==> src/rtl/usb_port_pkg.sv <==
package usb_port_pkg;
  localparam int unsigned B_CCS  = 0;
  localparam int unsigned B_PES  = 1;
  localparam int unsigned B_PSS  = 2;
  localparam int unsigned B_OCI  = 3;
  localparam int unsigned B_PRS  = 4;
  localparam int unsigned B_PPS  = 8;
  localparam int unsigned B_CHG0 = 16;
  localparam int unsigned CHG_N  = 5;
  // change flag order within the upper field
  localparam int unsigned C_CONN = 0;
  localparam int unsigned C_EN   = 1;
  localparam int unsigned C_SUSP = 2;
  localparam int unsigned C_OC   = 3;
  localparam int unsigned C_RST  = 4;
endpackage

==> src/rtl/port_seq_timer.sv <==
module port_seq_timer #(
  parameter int unsigned CYC = 8
) (
  input  logic clk_i,
  input  logic rst_ni,
  input  logic start_i,
  input  logic abort_i,
  output logic busy_o,
  output logic done_o
);
  localparam int unsigned CW = $clog2(CYC + 1);

  logic [CW-1:0] cnt_q;
  logic          busy_q;

  assign busy_o = busy_q;
  assign done_o = busy_q && (cnt_q == '0) && !abort_i;

  always_ff @(posedge clk_i or negedge rst_ni) begin
    if (!rst_ni) begin
      busy_q <= 1'b0;
      cnt_q  <= '0;
    end else if (abort_i) begin
      busy_q <= 1'b0;
      cnt_q  <= '0;
    end else if (busy_q) begin
      if (cnt_q == '0) busy_q <= 1'b0;
      else             cnt_q  <= cnt_q - 1'b1;
    end else if (start_i) begin
      busy_q <= 1'b1;
      cnt_q  <= CW'(CYC - 1);
    end
  end
endmodule

==> src/rtl/port_chg_flags.sv <==
module port_chg_flags #(
  parameter int unsigned N = 5
) (
  input  logic         clk_i,
  input  logic         rst_ni,
  input  logic [N-1:0] set_i,
  input  logic [N-1:0] clr_i,
  output logic [N-1:0] flag_o
);
  for (genvar g = 0; g < N; g++) begin : g_flag
    always_ff @(posedge clk_i or negedge rst_ni) begin
      if (!rst_ni)       flag_o[g] <= 1'b0;
      else if (set_i[g]) flag_o[g] <= 1'b1;  // set wins
      else if (clr_i[g]) flag_o[g] <= 1'b0;
    end
  end
endmodule

==> src/rtl/usb_port_sts_reg.sv <==
module usb_port_sts_reg
  import usb_port_pkg::*;
#(
  parameter int unsigned RESET_CYC  = 480000,  // 10 ms at 48 MHz
  parameter int unsigned RESUME_CYC = 960000   // 20 ms at 48 MHz
) (
  input  logic        clk_i,
  input  logic        rst_ni,
  input  logic        wr_en_i,
  input  logic [31:0] wr_data_i,
  output logic [31:0] rd_data_o,
  input  logic        connect_i,
  input  logic        nonremovable_i,
  output logic        drive_reset_o,
  output logic        drive_resume_o
);
  logic ccs_q, pes_q, pss_q, pps_q;
  logic ccs_d, disc;
  logic rst_busy, rst_done, rst_start;
  logic rsm_busy, rsm_done, rsm_start, rsm_abort;
  logic [CHG_N-1:0] chg_set, chg_clr, chg_q;
  logic [31:0] wd;
  logic unused_wr_bits;

  assign wd = wr_en_i ? wr_data_i : '0;
  assign unused_wr_bits = ^{wr_data_i[31:21], wr_data_i[15:9], wr_data_i[7:5]};

  assign ccs_d = connect_i | nonremovable_i;
  assign disc  = ccs_q & ~ccs_d;

  assign rst_start = wd[B_PRS] & ~rst_busy;
  assign rsm_start = wd[B_OCI] & pss_q & ~rst_busy;
  assign rsm_abort = rst_start | disc;

  port_seq_timer #(.CYC(RESET_CYC)) u_rst_tmr (
    .clk_i, .rst_ni, .start_i(rst_start), .abort_i(1'b0),
    .busy_o(rst_busy), .done_o(rst_done)
  );

  port_seq_timer #(.CYC(RESUME_CYC)) u_rsm_tmr (
    .clk_i, .rst_ni, .start_i(rsm_start), .abort_i(rsm_abort),
    .busy_o(rsm_busy), .done_o(rsm_done)
  );

  always_ff @(posedge clk_i or negedge rst_ni) begin
    if (!rst_ni) begin
      ccs_q <= 1'b0;
      pes_q <= 1'b0;
      pss_q <= 1'b0;
      pps_q <= 1'b0;
    end else begin
      ccs_q <= ccs_d;
      if (wd[B_PPS]) pps_q <= 1'b1;

      if (disc)                      pes_q <= 1'b0;
      else if (rst_done || rsm_done) pes_q <= 1'b1;
      else if (wd[B_CCS])            pes_q <= 1'b0;  // clear beats set
      else if (wd[B_PES] && ccs_q)   pes_q <= 1'b1;

      if (disc || rst_done || rsm_done) pss_q <= 1'b0;
      else if (wd[B_PSS] && ccs_q)      pss_q <= 1'b1;
    end
  end

  always_comb begin
    chg_set         = '0;
    chg_set[C_CONN] = (ccs_q ^ ccs_d) | (wd[B_PSS] & ~ccs_q);
    chg_set[C_EN]   = disc & pes_q;
    chg_set[C_SUSP] = rsm_done;
    chg_set[C_OC]   = 1'b0;
    chg_set[C_RST]  = rst_done;
  end
  assign chg_clr = wd[B_CHG0 +: CHG_N];

  port_chg_flags #(.N(CHG_N)) u_chg (
    .clk_i, .rst_ni, .set_i(chg_set), .clr_i(chg_clr), .flag_o(chg_q)
  );

  always_comb begin
    rd_data_o                    = '0;
    rd_data_o[B_CCS]             = ccs_q;
    rd_data_o[B_PES]             = pes_q;
    rd_data_o[B_PSS]             = pss_q;
    rd_data_o[B_PRS]             = rst_busy;
    rd_data_o[B_PPS]             = pps_q;
    rd_data_o[B_CHG0 +: CHG_N]   = chg_q;
  end

  assign drive_reset_o  = rst_busy;
  assign drive_resume_o = rsm_busy;
endmodule

==> config.mk <==
export PLATFORM = sky130hd
export DESIGN_NAME = usb_port_sts_reg
export DESIGN_NICKNAME = d
export VERILOG_FILES = /design/src/rtl/usb_port_pkg.sv /design/src/rtl/port_seq_timer.sv /design/src/rtl/port_chg_flags.sv /design/src/rtl/usb_port_sts_reg.sv
export SDC_FILE = /design/constraint.sdc
export NUM_CORES = 1
export LEC_CHECK = 0
export CAP_MARGIN = 5
export CORE_MARGIN = 3
export CORE_UTILIZATION = 54
export DETAILED_ROUTE_END_ITERATION = 7
export PLACE_DENSITY = 0.86
export SLEW_MARGIN = 15
export SYNTH_ARGS = -nofsm -noshare
export SYNTH_HDL_FRONTEND = slang
export SYNTH_SLANG_ARGS = --single-unit
==> constraint.sdc <==
create_clock -name clk_i -period 5.1 [get_ports clk_i]
set_input_delay 1.02 -clock clk_i [delete_from_list [all_inputs] [get_ports clk_i]]
set_output_delay 1.02 -clock clk_i [all_outputs]
set_load 0.01 [all_outputs]
* After elaboration in Yosys (flattened, before gate mapping)
Index checks and enable logic that the tools add are counted.
** Cells by class
- Multiplexer cells :: 29
- Add/sub/neg operators :: 2
- Reductions and logical operators :: 21
- Bitwise operators :: 13
- Equal/unequal tests :: 2
** Operator list (count)
- two-way mux 20 bit :: 4
- two-way mux 19 bit :: 3
- two-way mux 1 bit :: 21
- two-way mux 21 bit :: 1
- zero test 20 bit :: 1
- subtractor 20 x 1 -> 20 bit, second input constant :: 1
- zero test 19 bit :: 1
- subtractor 19 x 1 -> 19 bit, second input constant :: 1
- nonzero test 2 bit :: 6
- bitwise AND 1 bit :: 6
- logical AND 1 bit :: 5
- AND reduction 2 bit :: 2
- nonzero test 4 bit :: 1
- logical OR 1 bit :: 3
- inequality test 3 x 2 -> 1 bit, second input constant :: 1
- inverter 1 bit :: 3
- OR 1 bit :: 3
- nonzero test 3 bit :: 1
- inequality test 2 bit, second input constant :: 1
- zero test 1 bit :: 1
- XOR 1 bit :: 1
** Storage, ports and cells
- Register bits :: 49
- Output and inout bits :: 34
- Bits of input ports :: 37
- Logic and storage cells :: 79

* Depth between registers and ports, before layout
Gate-level depths: netlist (run 1).
- Depth in word-level cells :: 9
- Mapped depth :: 8
- Mapped depth without buffers :: 7

* Modules after synthesis
From an unflattened synthesis (run 1), not the netlist that was laid out.
** Unflattened totals
- Cells, all modules :: 341
- Area, all modules :: 3153.0 µm²
** By module, submodules not included
- port_seq_timer (u_rsm_tmr) :: cells an instance 141, seq. area each 525.5 µm², area each 1321.3 µm², instances 1
- port_seq_timer (u_rst_tmr) :: cells an instance 131, seq. area each 500.5 µm², area each 1178.6 µm², instances 1
- usb_port_sts_reg :: cells an instance 54, seq. area each 100.1 µm², area each 471.7 µm², instances 1
- port_chg_flags :: cells an instance 15, seq. area each 125.1 µm², area each 181.4 µm², instances 1

* Worst setup path before layout (run 1)
No wires, ideal clock.
- Path kind :: input-to-reg
- Start :: in nonremovable_i
- End :: reg u_rsm_tmr.cnt_q[14]
- Setup time :: 0.132 ns
- Setup slack :: 2.947 ns
- Path buffers :: 1
- Data required time :: 4.968 ns
- Data arrival time :: 2.021 ns
- Stages on the path :: 7
- Path through :: nor2_1 ha_1 nand2b_1 clkbuf_1 nor3b_1 nand3_1 o211ai_1
** On the way
- Cells in the longest elaborated chain, start to end :: 6
- Elaborated cells on any way between the ends :: 8
- Those cells by class :: eq/ne: 1; mux: 1; bitwise: 4; reduce/logical: 2
** RTL lines
- start, declared :: RTL line usb_port_sts_reg.sv:13 : input logic nonremovable_i,
- OR 1 bit (*) :: RTL line usb_port_sts_reg.sv:28 : assign ccs_d = connect_i | nonremovable_i;
- inverter 1 bit (*) :: RTL line usb_port_sts_reg.sv:29 : assign disc = ccs_q & ~ccs_d;
- bitwise AND 1 bit (*) :: RTL line usb_port_sts_reg.sv:29
- OR 1 bit (*) :: RTL line usb_port_sts_reg.sv:33 : assign rsm_abort = rst_start | disc;
- inequality test 3 x 2 -> 1 bit (no source line) / nonzero test 3 bit (equally long branches)
- AND reduction 2 bit (no source line)
- end signal, assigned :: RTL line port_seq_timer.sv:28 : else cnt_q <= cnt_q - 1'b1;
- end signal, assigned :: RTL line port_seq_timer.sv:31 : cnt_q <= CW'(CYC - 1);
- end, declared :: RTL line port_seq_timer.sv:13 : logic [CW-1:0] cnt_q;
Every way passes the cells marked *; elsewhere a longest branch is shown, timed or not.
A chain may end at the register's enable or synchronous reset.

* Final worst setup path (run 1)
- Start :: in wr_en_i
- End :: reg pss_q
** On the way
- Cells in the longest elaborated chain, start to end :: 7
- Elaborated cells on any way between the ends :: 9
- Those cells by class :: mux: 2; bitwise: 2; reduce/logical: 5
** RTL lines
- start, declared :: RTL line usb_port_sts_reg.sv:9 : input logic wr_en_i,
- two-way mux 21 bit (*) :: RTL line usb_port_sts_reg.sv:25 : assign wd = wr_en_i ? wr_data_i : '0;
- bitwise AND 1 bit :: RTL line usb_port_sts_reg.sv:31 : assign rst_start = wd[B_PRS] & ~rst_busy;
- OR 1 bit :: RTL line usb_port_sts_reg.sv:33
- zero test 1 bit :: RTL line port_seq_timer.sv:17 : assign done_o = busy_q && (cnt_q == '0) && !abort_i;
- logical AND 1 bit :: RTL line port_seq_timer.sv:17
- logical OR 1 bit :: RTL line usb_port_sts_reg.sv:60 : if (disc || rst_done || rsm_done) pss_q <= 1'b0;
- two-way mux 1 bit / nonzero test 2 bit (equally long branches)
- end signal, assigned :: RTL line usb_port_sts_reg.sv:49 : pss_q <= 1'b0;
- end signal, assigned :: RTL line usb_port_sts_reg.sv:60
- end signal, assigned :: RTL line usb_port_sts_reg.sv:61 : else if (wd[B_PSS] && ccs_q) pss_q <= 1'b1;
- end, declared :: RTL line usb_port_sts_reg.sv:17 : logic ccs_q, pes_q, pss_q, pps_q;
Marked as above.

==> flow_summary_export.csv, run 1 <==
group,metric,value,unit
timing,hold_viol_final,0,
hold_path,hold_path_depth,2,
hold_path,hp-class,"reg -> reg",
yosys,synth.area.top_cells,"dfrtp_1, buf_4, nand2_1",
routing,drt_wl_total,5780,um
yosys,synthSimpleGateAreaFrac,25.9,%
yosys,synth_top_area_share,42.0,%
hold_path,min_from,"u_chg.flag_o[4]",
power_and_ir_drop,vdd_drop_max,0.134,mV
critical_path,crit_path_start_kind,"input pin",
critical_path,critical_path.top_delay_family,"simple AND/OR/NAND/NOR gates",
clock_network,postCtsResizedCells,0,
timing,min_period_over_period,59.8,%
yosys,yosysMostFrequentCell,"dfrtp_1",
critical_path,worst_ep_arrival_time,3.27,ns
finish,nets,374,
yosys,ys_seq_area_share,42.0,%
clock_network,clock_sinks,49,
clock_network,hold_buffers,0,
critical_path,crit_fanout,13,
timing,max_freq,328,MHz
global_routing,antenna_found_initial,0,
critical_path,regToRegEndpoint,"u_rsm_tmr.cnt_q[2]",
die,start_util,56.5,%
clock_network,path_clk_slew,0.09,ns
timing,worst_pin_slew,0.906,ns
yosys,synth_fa_ha_area_share,1.71,%
timing,max_slew_margin,39.4,%
critical_path,critical_path_class,"in -> reg",
global_routing,grt_max_degree,50,
power_and_ir_drop,power_density,216,mW/mm2
timing,skew,0.0101,ns
yosys,synth_xor_area_share,3.60,%
outcome,run_status,"finished, final reports clean",
placed_design,place_congestion,0.799,
hold_path,holdPathEnd,"u_chg.flag_o[4]",
routing,wire_per_inst,14.3,um
yosys,netlist_instances,319,
yosys,synth_edf_count,0,
critical_path,ff2ff_setup_slack,2.79,ns
placed_design,numPortBuffers,25,
placed_design,dp_hpwl,4100,um
power_and_ir_drop,leakagePower,1.33,nW
die,die_h,79.6,um
die,io_pins,71,
routing,drt_first_pass_iters,4,
clock_network,cts.htree.levels,2,
global_routing,grt_pass1_vias,2216,
finish,syn_to_final_growth,8.60,%
routing,dr_total_vias,2318,
flow_run,maxCapViolCount,0,
die,rows,26,
timing,layout_min_cycle_time,3.05,ns
timing,setup_violations,0,
yosys,synth_cell_types,58,
die,die_x,79.6,um
critical_path,rr_worst_depth,6,
yosys,ys_ff_latch,49,
global_routing,grt_remaining_overflow,0,
clock_network,cts-root-buf,"clkbuf_8",
clock_network,cts_buffers,5,
yosys,netlist_area,0.00292,mm2
die,core,0.00517,mm2
global_routing,gr-usage-all-layers,19.3,%
yosys,muxShareOfSynthArea,1.41,%
timing,rsz0062_at_grt,"false",
yosys,async_flop_share,100,%
critical_path,critical_path.max_stage_delay,0.74,ns
clock_network,clockBufferDepth,2,
die,die_area,0.00633,mm2
critical_path,crit_chain,"clkdlybuf4s50_1 -> nand3b_1 -> nand2b_1 -> o21a_1 -> nor3b_1",
routing,ant_nets,0,
clock_network,worstSkewPairLatency,0.31,ns
routing,drt_iter0_markers,138,
yosys,synth_top_family_by_area,"simple AND/OR/NAND/NOR gates",
critical_path,cp_slowest_cell,"clkdlybuf4s50_1",
yosys,syn_area_per_cell,9.16,um2
yosys,synth_warnings,0,
clock_network,cts_tree,"done",
finish,nFillCells,439,
yosys,netlist_top_cells_count,"dfrtp_1, nand2_1, buf_4, nor2_1, a21oi_1",
critical_path,crit_buf_inv,1,
yosys,synth_compound_area_share,14.9,%
finish,final_layout_size_suffix_gt1_share,7.19,%
critical_path,r2r_start,"u_rsm_tmr.cnt_q[10]",
clock_network,cts_setup_buffers,0,
finish,post-route-util,61.4,%
yosys,synthFlopType,"dfrtp_1",
timing,slew_violations,0,
critical_path,worstPathRequired,5.32,ns
routing,drt-vias-per-instance,5.74,
power_and_ir_drop,total_power,685,uW
finish,multi_input_area,0.00147,mm2
routing,drc,0,
timing,tns,0,ns
finish,antenna_cells,0,
finish,seqCellArea,0.00123,mm2
yosys,synth_top_area_cell,"dfrtp_1",
critical_path,endpoint_kind,"flip-flop",
global_routing,grt_pass1_wl,9850,um
==> stage by stage <==
step,instance area (um2),instances,worst slack [ns],hold slack [ns]
after global placement,3080,396,1.81,0.438
after global routing,3170,404,1.88,0.503
after detailed placement,3080,396,1.73,0.453
after floorplan,3010,341,2.95,0.429
final,3170,404,2.05,0.472
after CTS,3170,404,2.05,0.474
==> worst register-to-register path: cells and delay by family, from the launching register on <==
kind | cells | cell delay, ns
AOI/OAI and AO/OA | 2 | 0.41
buffers and inverters | 1 | 0.24
DFF | 1 | 0.44
and+or+nand+nor | 3 | 1.11
==> layout make-up <==
cell class | instances | area share [%]
Timing Repair Buffer | 27 | 8.28
Clock buffer | 5 | 2.17
Clock inverter | 3 | 0.710
Multi-Input combinational cell | 241 | 46.4
Tap cell | 70 | 2.76
Sequential cell | 49 | 38.6
Inverter | 9 | 1.06
==> layer usage <==
| metal | vias up | wire length, um | GRT usage, % |
|---|---|---|---|
| met5 | - | 0 | 0 |
| met4 | 0 | 78 | 6.70 |
| met3 | 9 | 281 | 4.06 |
| met2 | 69 | 2870 | 32.7 |
| met1 | 1113 | 2540 | 24.2 |
| li1 | 1127 | - | - |
==> flip-flops by register name, indices dropped and copies added, names as in the netlist <==
register,count
u_rsm_tmr.busy_o,1
pes_q,1
u_rst_tmr.busy_o,1
pss_q,1
u_chg.flag_o,4
u_rsm_tmr.cnt_q,20
ccs_q,1
u_rst_tmr.cnt_q,19
pps_q,1
==> cells in the final DEF, fill, tap and decap left out, drive strengths merged, types with 2 or more instances in the layout <==
cell type and count:
xor2 6, nand2b 3, xnor2 6, nor3b 4
nand3b 2, clkinvlp 3, nand4 4, nand4b 3
nor4 12, a21oi 16, conb 23, nand2 38
nor3 8, nand3 14, o211ai 4, nor2 28
a21o 2, buf 3, o31ai 5, o21ai 13
o311ai 3, mux2i 3, ha 4, clkdlybuf4s50 24
or4 3, a211oi 3, a311oi 4, o41ai 4
or2 2, or3 7, inv 9, clkbuf 5
a31oi 2, dfrtp 49
==> where the power goes <==
part / internal [mW] / leakage (nW) / switching (mW) / total, mW
combinational: 0.0222 / 0.699 / 0.0306 / 0.0528
clock: 0.0964 / 0.0364 / 0.138 / 0.235
sequential: 0.393 / 0.594 / 0.00466 / 0.398
total: 0.512 / 1.33 / 0.173 / 0.685
==> kinds of logic (layout without fill, tap and decap cells) <==
family / after synthesis / count (layout)
AND/OR/NAND/NOR: 134 / 134
AO/OA/AOI/OAI: 64 / 64
buffers and inverters: 51 / 44
flip-flops: 49 / 49
XOR/XNOR: 12 / 12
adder cells (fa/ha/maj): 4 / 4
multiplexers: 4 / 4
other: 1 / 23
==> worst max path at each step <==
| stage | startpoint | to | slack (ns) | depth (start not counted) |
|---|---|---|---|---|
| 2_1_floorplan | nonremovable_i | u_rsm_tmr.cnt_q[14] | 2.95 | 7 |
| 3_5_place_dp | wr_en_i | pss_q | 1.73 | 5 |
| 3_3_place_gp | wr_en_i | u_rsm_tmr.cnt_q[18] | 1.81 | 5 |
| 5_1_grt | wr_en_i | pss_q | 1.88 | 5 |
| 4_1_cts | wr_en_i | pss_q | 2.05 | 5 |
| 6_report | wr_en_i | pss_q | 2.05 | 5 |
No activity file was read; power rests on OpenSTA's default activity.
==> run 2, diff against run 1 <==
--- a/config.mk
+++ b/config.mk
@@ -7,9 +7,9 @@
 export LEC_CHECK = 0
 export CAP_MARGIN = 5
 export CORE_MARGIN = 3
-export CORE_UTILIZATION = 54
+export CORE_UTILIZATION = 45
 export DETAILED_ROUTE_END_ITERATION = 7
-export PLACE_DENSITY = 0.86
+export PLACE_DENSITY = 0.77
 export SLEW_MARGIN = 15
 export SYNTH_ARGS = -nofsm -noshare
 export SYNTH_HDL_FRONTEND = slang
==> constraint.sdc (replaced) <==
create_clock -name clk_i -period 2.8 [get_ports clk_i]
set_input_delay 0.56 -clock clk_i [delete_from_list [all_inputs] [get_ports clk_i]]
set_output_delay 0.56 -clock clk_i [all_outputs]
set_load 0.01 [all_outputs]
==> run 2 against run 1 <==
Net effect:
- critical path depth stayed put
- combinational power increased by 89%
- clock skew is 0.0028 ns lower
- total power increased by 86%
- routed wire length increased by 6.2%
- worst hold slack lost 0.16 ns
- via count increased by 4.6%
- clock power grew 91%
- die area up 18%
==> flow_summary_export.csv, run 2 (synthesized netlist as in run 1, its figures left out) <==
group,metric,value,unit
clock_network,cts_tree,"done",
finish,final_layout_size_suffix_gt1_share,8.82,%
finish,nets,380,
global_routing,grt_remaining_overflow,0,
clock_network,cts_setup_buffers,0,
critical_path,critical_path.top_delay_family,"simple AND/OR/NAND/NOR gates",
die,die_x,86.6,um
finish,final_cell_mix,"dfrtp_1, nand2_1, nor2_1",
placed_design,dp.cells,407,
die,start_util,47.9,%
die,die_area,0.00750,mm2
die,rows,28,
critical_path,crit_buf_inv,0,
clock_network,clock_sinks,49,
critical_path,regToRegEndpoint,"u_rst_tmr.cnt_q[11]",
clock_network,postCtsResizedCells,0,
power_and_ir_drop,leakagePower,1.37,nW
critical_path,rr_worst_depth,5,
power_and_ir_drop,p_int,983,uW
routing,dr_wl_met2,2860,um
routing,drt_iter0_markers,219,
finish,syn_to_final_growth,10.6,%
power_and_ir_drop,seqPwrFrac,56.9,%
placed_design,numPortBuffers,25,
routing,top_layer,"met4",
timing,max_freq,433,MHz
routing,ant_nets,0,
timing,setup_violations,0,
timing,rsz0062_at_grt,"false",
clock_network,clockBufferDepth,2,
routing,wl_met3,481,um
power_and_ir_drop,comb_power_share,7.9,%
timing,tns,0,ns
finish,nFillCells,559,
hold_path,hp-class,"in -> async",
global_routing,grt_max_degree,33,
global_routing,gr-usage-all-layers,17.1,%
critical_path,ff2ff_setup_slack,0.49,ns
clock_network,cts.htree.levels,2,
placed_design,place_area,0.00313,mm2
clock_network,hold_buffers,0,
routing,dr_total_vias,2424,
clock_network,cts-root-buf,"clkbuf_8",
timing,min_period_over_period,82.5,%
routing,wire_per_inst,14.8,um
placed_design,place_congestion,0.863,
die,core,0.00610,mm2
timing,max_slew_margin,51.2,%
routing,wl_met1,2730,um
placed_design,post-place-ws,0.401,ns
timing,setup_slack,0.491,ns
critical_path,cp_slowest_cell,"dfrtp_1",
routing,drt-vias-per-instance,5.84,
timing,worst_pin_slew,0.732,ns
critical_path,r2r_start,"u_rst_tmr.busy_o",
timing,layout_min_cycle_time,2.31,ns
finish,stdcell_count,415,
routing,drc,0,
critical_path,critPathMostFrequentCell,"nor4_2",
routing,drt_wl_total,6130,um
power_and_ir_drop,power_density,394,mW/mm2
finish,post-route-util,53.0,%
critical_path,crit_chain,"or3b_2 -> nor4_2 -> nand2_1 -> nor4_2 -> mux2i_1",
power_and_ir_drop,power_frac_clock,35.2,%
critical_path,worstPathRequired,3.02,ns
critical_path,endpoint_kind,"flip-flop",
clock_network,cts_buffers,5,
outcome,run_status,"finished, final reports clean",
critical_path,crit_fanout,9,
power_and_ir_drop,total_power,1.27,mW
critical_path,critical_path_class,"reg -> reg",
routing,drt_first_pass_iters,4,
clock_network,worstSkewPairLatency,0.30,ns
timing,hold_viol_final,0,
finish,reg_top3,"u_rsm_tmr.cnt_q (20), u_rst_tmr.cnt_q (19), u_chg.flag_o (4)",
timing,slew_violations,0,
finish,antenna_cells,0,
finish,final_common_cell,"dfrtp_1",
die,io_pins,71,
timing,skew,0.00730,ns
critical_path,crit_path_start_kind,"flip-flop",
finish,largest_reg_flops,20,
placed_design,dp_hpwl,4420,um
global_routing,grt_pass1_vias,2244,
clock_network,path_clk_slew,0.09,ns
global_routing,grt_pass1_wl,10400,um
power_and_ir_drop,vdd_drop_max,0.376,mV
die,die_h,86.6,um
finish,regMostFlops,"u_rsm_tmr.cnt_q",
critical_path,critical_path.max_stage_delay,0.56,ns
timing,hold_slack,0.310,ns
critical_path,worst_ep_arrival_time,2.53,ns
flow_run,maxCapViolCount,0,
finish,finalInstanceArea,0.00323,mm2
global_routing,antenna_found_initial,0,
power_and_ir_drop,p_sw,291,uW
power_and_ir_drop,swShare,22.8,%
==> run 2: layout make-up <==
class	instances	area, um2	share of cell area (%)
Multi-Input combinational cell	241	1470	45.5
Sequential cell	49	1230	37.9
Timing Repair Buffer	33	305	9.44
Clock buffer	7	96.3	2.98
Tap cell	75	93.8	2.90
Inverter	9	33.8	1.04
Clock inverter	1	5.00	0.155
==> run 2: power groups by stage <==
stage	Combinational (mW)	Sequential, mW	Clock, mW
3_3_place_gp	0.0987	0.739	0
5_1_grt	0.111	0.727	0.492
3_5_place_dp	0.101	0.739	0
2_1_floorplan	0.0686	0.739	0
4_1_cts	0.101	0.725	0.466
6_report	0.100	0.726	0.448
==> run 2: per-layer routing <==
| layer | up-vias | GRT usage, % |
|---|---|---|
| met3 | 6 | 4.66 |
| met5 | - | 0 |
| met2 | 93 | 27.6 |
| li1 | 1138 | - |
| met1 | 1187 | 22.8 |
| met4 | 0 | 4.53 |
==> run 2: worst max-delay path by stage <==
| stage | slack, ns | depth (start not counted) | endpoint | start |
|---|---|---|---|---|
| global placement | 0.49 | 6 | u_rsm_tmr.cnt_q[3] | wr_en_i |
| finish | 0.49 | 5 | u_rst_tmr.cnt_q[11] | u_rst_tmr.busy_o |
| global route | 0.35 | 5 | u_rst_tmr.cnt_q[11] | u_rst_tmr.busy_o |
| floorplan | 0.78 | 6 | u_rst_tmr.cnt_q[16] | u_rst_tmr.cnt_q[3] |
| CTS | 0.52 | 5 | u_rst_tmr.cnt_q[11] | u_rst_tmr.cnt_q[3] |
| detailed placement | 0.40 | 6 | pss_q | nonremovable_i |
==> run 2: worst reg2reg max path, delay by kind of cell (launching register included) <==
family,cells,cell delay [ns]
and+or+nand+nor,4,1.42
DFF,1,0.56
muxes,1,0.24
==> run 3, diff against run 2 <==
--- a/config.mk
+++ b/config.mk
@@ -7,9 +7,9 @@
 export LEC_CHECK = 0
 export CAP_MARGIN = 5
 export CORE_MARGIN = 3
-export CORE_UTILIZATION = 45
+export CORE_UTILIZATION = 50
 export DETAILED_ROUTE_END_ITERATION = 7
-export PLACE_DENSITY = 0.77
+export PLACE_DENSITY = 0.81
 export SLEW_MARGIN = 15
 export SYNTH_ARGS = -nofsm -noshare
 export SYNTH_HDL_FRONTEND = slang
==> constraint.sdc (replaced) <==
create_clock -name clk_i -period 2.4 [get_ports clk_i]
set_input_delay 0.48 -clock clk_i [delete_from_list [all_inputs] [get_ports clk_i]]
set_output_delay 0.48 -clock clk_i [all_outputs]
set_load 0.01 [all_outputs]
==> run 3 against run 2 <==
Net effect:
- clock power up 16%
- final cell count rose by 0.72%
- register-to-register slack lost 0.32 ns
- routed wire length shrank 1.0%
- highest routed layer unchanged
- cell area increased by 1.9%
- flip-flop and latch count did not move
- first-iteration DRC count decreased by 21%
- largest power group unchanged
- sequential power up 17%
- clock skew is 0.00079 ns higher
- worst hold slack got worse by 0.041 ns
==> flow_summary_export.csv, run 3 (synthesized netlist as in run 1, its figures left out) <==
group,metric,value,unit
timing,min_period_over_period,92.9,%
global_routing,grt_remaining_overflow,0,
die,core,0.00557,mm2
critical_path,r2r_start,"u_rsm_tmr.cnt_q[0]",
timing,hold_viol_final,0,
die,die_h,82.5,um
critical_path,crit_path_start_kind,"flip-flop",
power_and_ir_drop,leakagePower,1.40,nW
finish,multi_input_area,0.00148,mm2
power_and_ir_drop,p_int,1.12,mW
timing,worst_pin_slew,0.612,ns
power_and_ir_drop,power_frac_clock,35.1,%
critical_path,crit_fanout,6,
critical_path,worst_ep_arrival_time,2.42,ns
finish,reg_top3,"u_rsm_tmr.cnt_q (20), u_rst_tmr.cnt_q (19), u_chg.flag_o (4)",
timing,max_slew_margin,58.9,%
power_and_ir_drop,seqPwrFrac,57.1,%
power_and_ir_drop,vdd_drop_max,0.325,mV
finish,syn_to_final_growth,12.7,%
finish,seqCellArea,0.00123,mm2
timing,setup_violations,0,
critical_path,critical_path.top_delay_family,"simple AND/OR/NAND/NOR gates",
placed_design,place_congestion,0.817,
timing,slew_violations,0,
hold_path,hp-class,"in -> async",
power_and_ir_drop,comb_power_share,7.8,%
critical_path,regToRegEndpoint,"u_rsm_tmr.cnt_q[14]",
timing,layout_min_cycle_time,2.23,ns
flow_run,maxCapViolCount,0,
finish,nFillCells,464,
placed_design,numPortBuffers,25,
timing,skew,0.00810,ns
clock_network,cts.htree.levels,2,
power_and_ir_drop,total_power,1.48,mW
finish,largest_reg_flops,20,
routing,drt-vias-per-instance,5.69,
outcome,run_status,"finished, final reports clean",
critical_path,cp_slowest_cell,"or4b_1",
finish,final_common_cell,"dfrtp_1",
die,rows,27,
critical_path,critical_path_class,"reg -> reg",
finish,final_layout_size_suffix_gt1_share,11.0,%
global_routing,grt_pass1_vias,1973,
clock_network,cts-root-buf,"clkbuf_8",
placed_design,dp_hpwl,4190,um
critical_path,critical_path.max_stage_delay,0.56,ns
power_and_ir_drop,swShare,24.3,%
clock_network,path_clk_slew,0.09,ns
clock_network,cts_tree,"done",
power_and_ir_drop,power_density,450,mW/mm2
global_routing,antenna_found_initial,0,
die,io_pins,71,
finish,nets,386,
critical_path,rr_worst_depth,7,
routing,drt_first_pass_iters,4,
die,die_x,82.5,um
critical_path,worstPathRequired,2.59,ns
finish,final_cell_mix,"dfrtp_1, nand2_1, nor2_1",
timing,rsz0062_at_grt,"false",
global_routing,grt_pass1_wl,9520,um
routing,drt_iter0_markers,172,
routing,drc,0,
critical_path,ff2ff_setup_slack,0.17,ns
routing,dr_total_vias,2377,
global_routing,gr-usage-all-layers,18.4,%
global_routing,grt_max_degree,50,
clock_network,clockBufferDepth,2,
critical_path,crit_buf_inv,1,
finish,regMostFlops,"u_rsm_tmr.cnt_q",
clock_network,cts_buffers,5,
die,start_util,52.4,%
clock_network,worstSkewPairLatency,0.31,ns
die,die_area,0.00680,mm2
clock_network,clock_sinks,49,
clock_network,hold_buffers,0,
power_and_ir_drop,p_sw,360,uW
finish,post-route-util,59.1,%
timing,max_freq,448,MHz
critical_path,crit_start,"u_rsm_tmr.cnt_q[0]",
routing,drt_wl_total,6070,um
routing,ant_nets,0,
finish,antenna_cells,0,
critical_path,endpoint_kind,"flip-flop",
routing,wire_per_inst,14.5,um
critical_path,crit_chain,"inv_1 -> ha_1 -> or4b_1 -> or2_1 -> nor3_2 -> nand4b_1 -> o211ai_1",
timing,tns,0,ns
==> run 3: cell types whose count changed in the layout (fill, tap and decap cells not counted) <==
cell / previous run / this run
nor3_2: 0 / 1
nor3_1: 8 / 7
buf_4: 8 / 13
buf_12: 0 / 1
clkbuf_8: 7 / 6
nor4_2: 3 / 4
clkinv_4: 0 / 1
nor4_1: 7 / 6
==> run 3: power groups by stage <==
| stage | combinational, mW | clock (mW) | sequential [mW] |
|---|---|---|---|
| floorplan | 0.0801 | 0 | 0.862 |
| CTS | 0.117 | 0.535 | 0.846 |
| detailed placement | 0.116 | 0 | 0.862 |
| finish | 0.115 | 0.520 | 0.846 |
| global placement | 0.116 | 0 | 0.862 |
| global route | 0.130 | 0.564 | 0.848 |
==> run 3: area by class of cell <==
type / count / share of cell area [%]
Inverter: 9 / 1.03
Clock buffer: 6 / 2.51
Tap cell: 72 / 2.74
Multi-Input combinational cell: 241 / 45.1
Timing Repair Buffer: 39 / 11.0
Clock inverter: 2 / 0.418
Sequential cell: 49 / 37.2
==> run 3: worst max-delay path by stage <==
stage                               end  slack (ns)  cells past startpoint
CTS                 u_rsm_tmr.cnt_q[14]        0.13                      7
finish              u_rsm_tmr.cnt_q[14]        0.17                      7
detailed placement  u_rsm_tmr.cnt_q[14]        0.16                      7
global route         u_rst_tmr.cnt_q[0]        0.04                      5
floorplan           u_rst_tmr.cnt_q[16]        0.38                      6
global placement    u_rsm_tmr.cnt_q[14]        0.26                      7
==> run 3: stage by stage <==
step                      hold WS, ns  instances  setup WS [ns]  cell area [um2]
after floorplan                 0.184        341          0.379             3010
after global placement          0.441        407          0.263             3160
after detailed placement        0.464        407          0.162             3160
after CTS                       0.285        415          0.128             3260
after global routing            0.319        418         0.0371             3290
final                           0.269        418          0.169             3290
==> run 3: layer usage <==
| layer | vias to the layer above | wire length [um] | share of wire (%) | track usage (%) |
|---|---|---|---|---|
| li1 | 1151 | - | - | - |
| met4 | 0 | 55 | 0.91 | 6.48 |
| met1 | 1140 | 2770 | 46 | 25.6 |
| met3 | 5 | 395 | 6.5 | 4.77 |
| met5 | - | 0 | 0 | 0 |
| met2 | 81 | 2850 | 47 | 27.8 |
==> run 3: repair_timing <==
action,4_1_cts,5_1_grt
hold endpoints to repair,0,0
buffers inserted,0,3
resized for setup,0,2
setup endpoints to repair,0,3
